[src/rtl/sem_pkg.sv]
package sem_pkg;
  typedef enum logic [1:0] {
    OWN_NONE  = 2'd0,
    OWN_LEFT  = 2'd1,
    OWN_RIGHT = 2'd2
  } owner_e;

  // Strobes the port decoder hands to the datapath
  typedef struct packed {
    logic wr;     // write cycle this clock
    logic wrVal;  // data bit 0 of the write
    logic rdAct;  // read active this clock
  } portStrobe_t;
endpackage

[src/rtl/sem_ctrl.sv]
module sem_ctrl
  import sem_pkg::*;
#(
  parameter int ADDR_W = 14,
  parameter int DATA_W = 9,
  parameter int IDX_W  = 3
) (
  input  logic              semN,
  input  logic              oeN,
  input  logic              weN,
  input  logic [ADDR_W-1:0] addr,
  input  logic [DATA_W-1:0] wrData,
  output portStrobe_t       stb,
  output logic [IDX_W-1:0]  idx
);
  // Upper address and data bits do not take part in token access
  logic unusedBits;
  assign unusedBits = ^{addr[ADDR_W-1:IDX_W], wrData[DATA_W-1:1]};

  always_comb begin
    idx       = addr[IDX_W-1:0];
    stb.wr    = !semN && !weN;
    stb.wrVal = wrData[0];
    stb.rdAct = !semN && !oeN && weN;
  end
endmodule

[src/rtl/sem_datapath.sv]
module sem_datapath
  import sem_pkg::*;
#(
  parameter int NUM_SEM = 8,
  parameter int IDX_W   = 3,
  parameter int DATA_W  = 9
) (
  input  logic              clk,
  input  logic              rst,
  input  portStrobe_t       lStb,
  input  logic [IDX_W-1:0]  lIdx,
  input  portStrobe_t       rStb,
  input  logic [IDX_W-1:0]  rIdx,
  output logic [DATA_W-1:0] lRdData,
  output logic [DATA_W-1:0] rRdData
);
  // Request latches: 0 = request held, 1 = idle
  logic [NUM_SEM-1:0] reqL, reqR, nxtReqL, nxtReqR;
  owner_e owner  [NUM_SEM];
  owner_e nxtOwn [NUM_SEM];
  logic wasActL, wasActR;

  always_comb begin
    for (int s = 0; s < NUM_SEM; s++) begin
      nxtReqL[s] = (lStb.wr && lIdx == IDX_W'(s)) ? lStb.wrVal : reqL[s];
      nxtReqR[s] = (rStb.wr && rIdx == IDX_W'(s)) ? rStb.wrVal : reqR[s];
      nxtOwn[s]  = owner[s];
      case (owner[s])
        OWN_NONE:
          if (!nxtReqL[s])      nxtOwn[s] = OWN_LEFT;   // left wins ties
          else if (!nxtReqR[s]) nxtOwn[s] = OWN_RIGHT;
        OWN_LEFT:
          if (nxtReqL[s])       nxtOwn[s] = nxtReqR[s] ? OWN_NONE : OWN_RIGHT;
        OWN_RIGHT:
          if (nxtReqR[s])       nxtOwn[s] = nxtReqL[s] ? OWN_NONE : OWN_LEFT;
        default:                nxtOwn[s] = OWN_NONE;
      endcase
    end
  end

  always_ff @(posedge clk) begin
    if (rst) begin
      reqL <= '1;
      reqR <= '1;
      for (int s = 0; s < NUM_SEM; s++) owner[s] <= OWN_NONE;
    end else begin
      reqL <= nxtReqL;
      reqR <= nxtReqR;
      for (int s = 0; s < NUM_SEM; s++) owner[s] <= nxtOwn[s];
    end
  end

  // Read capture: load on the first active edge, hold while active
  always_ff @(posedge clk) begin
    if (rst) begin
      wasActL <= 1'b0;
      wasActR <= 1'b0;
      lRdData <= '0;
      rRdData <= '0;
    end else begin
      wasActL <= lStb.rdAct;
      wasActR <= rStb.rdAct;
      if (!lStb.rdAct)   lRdData <= '0;
      else if (!wasActL) lRdData <= {DATA_W{owner[lIdx] != OWN_LEFT}};
      if (!rStb.rdAct)   rRdData <= '0;
      else if (!wasActR) rRdData <= {DATA_W{owner[rIdx] != OWN_RIGHT}};
    end
  end

  a_r3_claim_free: assert property (@(posedge clk) disable iff (rst)
    (owner[lIdx] == OWN_NONE && lStb.wr && !lStb.wrVal)
    |=> owner[$past(lIdx)] == OWN_LEFT);

  a_r4_nonowner_release: assert property (@(posedge clk) disable iff (rst)
    (owner[rIdx] == OWN_LEFT && rStb.wr && rStb.wrVal && !(lStb.wr && lIdx == rIdx))
    |=> owner[$past(rIdx)] == OWN_LEFT);

  a_r5_handoff: assert property (@(posedge clk) disable iff (rst)
    (owner[lIdx] == OWN_LEFT && lStb.wr && lStb.wrVal && !reqR[lIdx]
     && !(rStb.wr && rIdx == lIdx))
    |=> owner[$past(lIdx)] == OWN_RIGHT);

  a_r7_tie_left: assert property (@(posedge clk) disable iff (rst)
    (lStb.wr && !lStb.wrVal && rStb.wr && !rStb.wrVal && lIdx == rIdx
     && owner[lIdx] == OWN_NONE)
    |=> owner[$past(lIdx)] == OWN_LEFT);

  a_r9_hold_left: assert property (@(posedge clk) disable iff (rst)
    (lStb.rdAct && $past(lStb.rdAct)) |=> $stable(lRdData));

  a_r9_hold_right: assert property (@(posedge clk) disable iff (rst)
    (rStb.rdAct && $past(rStb.rdAct)) |=> $stable(rRdData));

  a_r10_idle_zero: assert property (@(posedge clk) disable iff (rst)
    (!lStb.rdAct && !rStb.rdAct) |=> (lRdData == '0 && rRdData == '0));
endmodule

[src/rtl/dual_sem_unit.sv]
module dual_sem_unit
  import sem_pkg::*;
#(
  parameter int NUM_SEM = 8,
  parameter int ADDR_W  = 14,
  parameter int DATA_W  = 9
) (
  input  logic              clk,
  input  logic              rst,
  input  logic              lSemN,
  input  logic              lOeN,
  input  logic              lWeN,
  input  logic [ADDR_W-1:0] lAddr,
  input  logic [DATA_W-1:0] lWrData,
  output logic [DATA_W-1:0] lRdData,
  input  logic              rSemN,
  input  logic              rOeN,
  input  logic              rWeN,
  input  logic [ADDR_W-1:0] rAddr,
  input  logic [DATA_W-1:0] rWrData,
  output logic [DATA_W-1:0] rRdData
);
  localparam int IDX_W = $clog2(NUM_SEM);

  portStrobe_t lStb, rStb;
  logic [IDX_W-1:0] lIdx, rIdx;

  sem_ctrl #(.ADDR_W(ADDR_W), .DATA_W(DATA_W), .IDX_W(IDX_W)) lCtrl_i (
    .semN(lSemN), .oeN(lOeN), .weN(lWeN), .addr(lAddr), .wrData(lWrData),
    .stb(lStb), .idx(lIdx)
  );

  sem_ctrl #(.ADDR_W(ADDR_W), .DATA_W(DATA_W), .IDX_W(IDX_W)) rCtrl_i (
    .semN(rSemN), .oeN(rOeN), .weN(rWeN), .addr(rAddr), .wrData(rWrData),
    .stb(rStb), .idx(rIdx)
  );

  sem_datapath #(.NUM_SEM(NUM_SEM), .IDX_W(IDX_W), .DATA_W(DATA_W)) dp_i (
    .clk(clk), .rst(rst),
    .lStb(lStb), .lIdx(lIdx), .rStb(rStb), .rIdx(rIdx),
    .lRdData(lRdData), .rRdData(rRdData)
  );
endmodule

[config.mk]
export PLATFORM = sky130hd
export DESIGN_NAME = dual_sem_unit
export DESIGN_NICKNAME = d
export VERILOG_FILES = /design/src/rtl/sem_pkg.sv /design/src/rtl/sem_ctrl.sv /design/src/rtl/sem_datapath.sv /design/src/rtl/dual_sem_unit.sv
export SDC_FILE = /design/constraint.sdc
export NUM_CORES = 1
export LEC_CHECK = 0
export BUFFER_PORTS_ARGS = -buffer_cell sky130_fd_sc_hd__buf_2
export CORE_UTILIZATION = 30
export CTS_CLUSTER_DIAMETER = 100
export DETAILED_ROUTE_END_ITERATION = 16
export SLEW_MARGIN = 25
export SYNTH_ARGS = -nofsm -noshare
export SYNTH_HDL_FRONTEND = slang
export SYNTH_SLANG_ARGS = --single-unit
export TNS_END_PERCENT = 50
[constraint.sdc]
create_clock -name clk -period 4.5 [get_ports clk]
set_clock_uncertainty 0.15 [all_clocks]
set_input_delay 0.675 -clock clk [delete_from_list [all_inputs] [get_ports clk]]
set_output_delay 0.675 -clock clk [all_outputs]
set_load 0.02 [all_outputs]
# --- Word level (Yosys, flattened, before mapping) ---
# Memories as Yosys holds them, arrays and structs flattened.
# Cells that the tools add are included.
totals:
  memories: 1
  out_inout_bits: 18
  mem_bits_ro: 0
  reg_bits: 20
  ramBits: 16
  word_cells: 172
  latchBits: 0
memory_table:
  columns: ["memory", "depth", "word_bits", "rd", "rd_ports_with_merged_regs", "write_ports", "line_no", "source"]
  rows:
  - ["dp_i.owner", 8, 2, 10, 0, 8, "sem_datapath.sv:19", "owner_e owner [NUM_SEM];"]
classes:
  n_bitwise: 10
  mux: 83
  multipliers: 0
  div_mod_pow: 0
  n_shift: 0
  n_eq_ne: 32
  n_addsub: 0
  order_cmp: 0
  reduce_logical: 40
ops:
  columns: ["op", "count"]
  rows:
  - ["2-bit 2-to-1 mux", 48]
  - ["2-bit one-hot mux with 3 select lines", 8]
  - ["1-bit 2-to-1 mux", 27]
  - ["3-bit == test (second input constant)", 8]
  - ["1-bit logical AND", 22]
  - ["2-bit by 1-bit == test with 1-bit output (second input constant)", 8]
  - ["2-bit == test (second input constant)", 8]
  - ["2-bit logical NOT", 8]
  - ["3-bit by 2-bit == test with 1-bit output (second input constant)", 4]
  - ["1-bit bitwise OR", 8]
  - ["3-bit by 1-bit == test with 1-bit output (second input constant)", 2]
  - ["1-bit logical NOT", 6]
  - ["3-bit logical NOT", 2]
  - ["2-bit OR reduction", 2]
  - ["2-bit by 1-bit != test with 1-bit output (second input constant)", 1]
  - ["2-bit != test (second input constant)", 1]
  - ["1-bit inverter", 2]

# --- Longest topological paths before layout ---
logic_depth:
  ltp_word: 8
  depth_mapped: 5
  depth_no_buf: 4

# --- By module ---
# From an unflattened synthesis, not the netlist that was laid out.
unflattened:
  cells_unflattened: 188
  area_unflattened_um2: 1873.0
by_module_without_submodules:
  columns: ["mod", "area_per_inst_um2", "seq_area_each_um2", "cells_each", "n_inst"]
  rows:
  - ["sem_datapath", 1780.5, 720.7, 176, 1]
  - ["sem_ctrl", 46.3, 0.0, 6, 2]

# --- Worst setup path before layout ---
# No wires, ideal clock.
synth_timing:
  path_type: "input -> register"
  startpoint: "in lAddr[0]"
  endpoint: "reg dp_i.reqL[6]"
  stages: 5
  path_slack_ps: 2559
  arrival_time_ps: 1668
  required_ps: 4227
  cell_sequence: "buf_4 -> and2b_1 -> nand2_1 -> mux2_2 -> or2_2"
synth_via:
  elab_chain_len: 3
synth_rtl:
  columns: ["item", "line_no", "source"]
  rows:
  - ["start: declaration", "dual_sem_unit.sv:13", "input logic [ADDR_W-1:0] lAddr,"]
  - ["3-bit == test", "sem_datapath.sv:25", "nxtReqL[s] = (lStb.wr && lIdx == IDX_W'(s)) ? lStb.wrVal : reqL[s];"]
  - ["1-bit logical AND", "sem_datapath.sv:25", null]
  - ["1-bit 2-to-1 mux", "sem_datapath.sv:25", null]
  - ["end signal: assignment", "sem_datapath.sv:47", "reqL <= nxtReqL;"]
  - ["end: declaration", "sem_datapath.sv:18", "logic [NUM_SEM-1:0] reqL, reqR, nxtReqL, nxtReqR;"]
# Every way passes these cells.
# A chain may end at the register's enable or synchronous reset.

==> out/metrics.yaml <==
rsz0062_at_grt: "false"
cp.required_ps: 4580
wl_mm: 3.89
yosysTopAreaCell: "dfxtp_1"
worst_pin_slew_ps: 582
power_mw: 0.605
synth-seq-cells: 36
synth_most_common_cell: "dfxtp_1"
synth_ff_type: "dfxtp_1"
synth.net_count: 247
critPathMaxStageDelay_ps: 510
dp_hpwl_mm: 2.77
grt_use_total: 0.132
antenna_cells: 0
crit_slowest_cell: "nor3_1"
fin_crit_ps: 1970
synthToLayoutAreaGrowth_pct: 9.07
min_path_type: "reg -> reg"
cellLeakagePower_nw: 0.843
yosys_warnings: 0
synth-xor-area-share: 0
yosys.area_share.adder: 0
die_y_um: 81.4
die_x_um: 81.4
avgSynthCellArea_um2: 9.79
layout-drive-gt1-share: 0.308
numPortBuffers: 33
synth_top_family_by_area: "simple AND/OR/NAND/NOR gates"
syn_inst: 193
startpoint_type: "input port"
gp_congestion: 0.752
path_delay_family: "simple AND/OR/NAND/NOR gates"
criticalPathCategory: "in -> reg"
yosys-top-cells-count: "36 x dfxtp_1, 18 x buf_4, 10 x a311oi_1, 10 x nand2_1, 9 x nand2b_1"
coreArea_mm2: 0.00599
relSlewSlack: 0.609
vias: 1426
dieArea_mm2: 0.00662
grt_pass1_vias: 1329
grt_max_degree: 35
path_max_fanout: 6
synth-simple-area-share: 0.274
cts_post_setup_buffers_inserted: 0
hold_ws_ps: 343
fin_crit_sh: 0.439
grt_pass1_wl_mm: 6.48
timing.fmax_mhz: 507
cp_cell_sequence: "buf_2 > nor3_1 > and3_1 > mux2i_1 > o211a_1"
yosysUniqueCellTypes: 44
cts_hold_buf: 0
report.final.slew_viol_count: 0
setup_viol: 0
yosys-top-cells-area: "dfxtp_1 38%, buf_4 7.2%, mux2_2 4.8%"
cp_num_buf_inv: 1
antenna_found_initial: 0
cts_tree: "yes"
status: "completed"
cts_resized: 0
syn_area_mm2: 0.00189
yosysSeqAreaShare: 0.381
cap_violations: 0
drt_iter0_drc: 92
grt_overflow: 0
rows: 28
wire_per_inst_um: 13.8
cts_buffer_depth: 2
drc: 0
crit_path_end_kind: "register"
power.density_mw_per_mm2: 294
io_pins: 72
firstDrtPassIters: 4
synth_compound_area_frac: 0.155
cts.sinks: 36
vias_per_cell: 5.04
clkLatencyLatePin_ps: 280
synth_edf_count: 0
ir_drop_uv: 123
nets: 262
tns_ps: 0
ant_nets: 0
numCtsBuffers: 5
synth_mux_area_frac: 0.0901
path_clk_slew_ps: 70
clockRootBuffer: "clkbuf_8"
start_util: 0.315
cts_max_level: 2
worst-endpoint-arrival_ps: 2050
finalHoldViolations: 0
async_flop_share: 0
netlist.area_leader.share: 0.381
## worst paths after layout
| kind | depth (start not counted) | slack [ps] | startpoint | end |
|---|---|---|---|---|
| min | 2 | 340 | dp_i.reqR[7] | dp_i.reqR[7] |
| min reg2reg | 2 | 340 | dp_i.reqR[7] | dp_i.reqR[7] |
| max reg2reg | 4 | 2970 | dp_i.owner[4][0] | dp_i.rRdData[0] |
| max | 5 | 2530 | rAddr[2] | dp_i.owner[3][1] |
## registers in the layout, summed over array words and instances, names as in the netlist
| signal | flops |
|---|---|
| dp_i.reqL | 8 |
| dp_i.rRdData | 1 |
| dp_i.reqR | 8 |
| dp_i.wasActL | 1 |
| dp_i.owner | 16 |
| dp_i.wasActR | 1 |
| dp_i.lRdData | 1 |
## layout by cell type (no fill, tap or decap), types with 3 or more instances in the layout
cell type | netlist | routed
a311oi_1 | 10 | 10
inv_1 | 6 | 6
nand2b_1 | 9 | 9
mux2i_1 | 8 | 8
clkbuf_8 | 0 | 5
or2_2 | 8 | 8
nand2_1 | 10 | 10
nor3b_1 | 3 | 3
nor4b_1 | 3 | 3
dfxtp_1 | 36 | 36
nand3_1 | 3 | 3
buf_2 | 3 | 33
nand4b_1 | 4 | 4
nand3b_1 | 8 | 8
o211a_1 | 8 | 8
mux2_2 | 8 | 8
or3b_1 | 4 | 4
a21oi_1 | 8 | 8
## worst min-delay path: cells and delay by family, from the launching register on
kind	cells	cell delay, ps
and+or+nand+nor	1	70
DFF	1	320
muxes	1	80
## power by group
group / switching, mW / leakage [nW] / internal [mW] / total (mW)
Combinational: 0.0372 / 0.510 / 0.0234 / 0.0606
Clock: 0.112 / 0.0410 / 0.105 / 0.217
Sequential: 0.00395 / 0.292 / 0.323 / 0.327
Total: 0.153 / 0.843 / 0.452 / 0.605
## final cells by class
class	instances	area [µm²]
Timing Repair Buffer	33	165
Multi-Input combinational cell	126	981
Inverter	6	22.5
Clock buffer	6	72.6
Clock inverter	1	5.00
Sequential cell	36	721
Fill cell	612	3930
Tap cell	75	93.8
## routing by layer
metal	wire length (µm)	global-route usage
met4	26	0.0375
met3	186	0.0449
met2	1830	0.215
met5	0	0
met1	1850	0.164
## cells by family after synthesis
logic type      after synthesis
simple gates                 74
flops                        36
buf+inv                      31
mux                          16
compound gates               36
## per-stage QoR
stage                     area [µm²]  setup WS (ps)  instances  utilization
after floorplan                 1890           2560        193            -
after global placement          1980           2240        276        0.331
after detailed placement        1980           2240        276        0.331
after CTS                       2060           2540        283        0.344
after global routing            2060           2380        283        0.344
final                           2060           2530        283        0.344
Power figures use the tool's default switching activity.
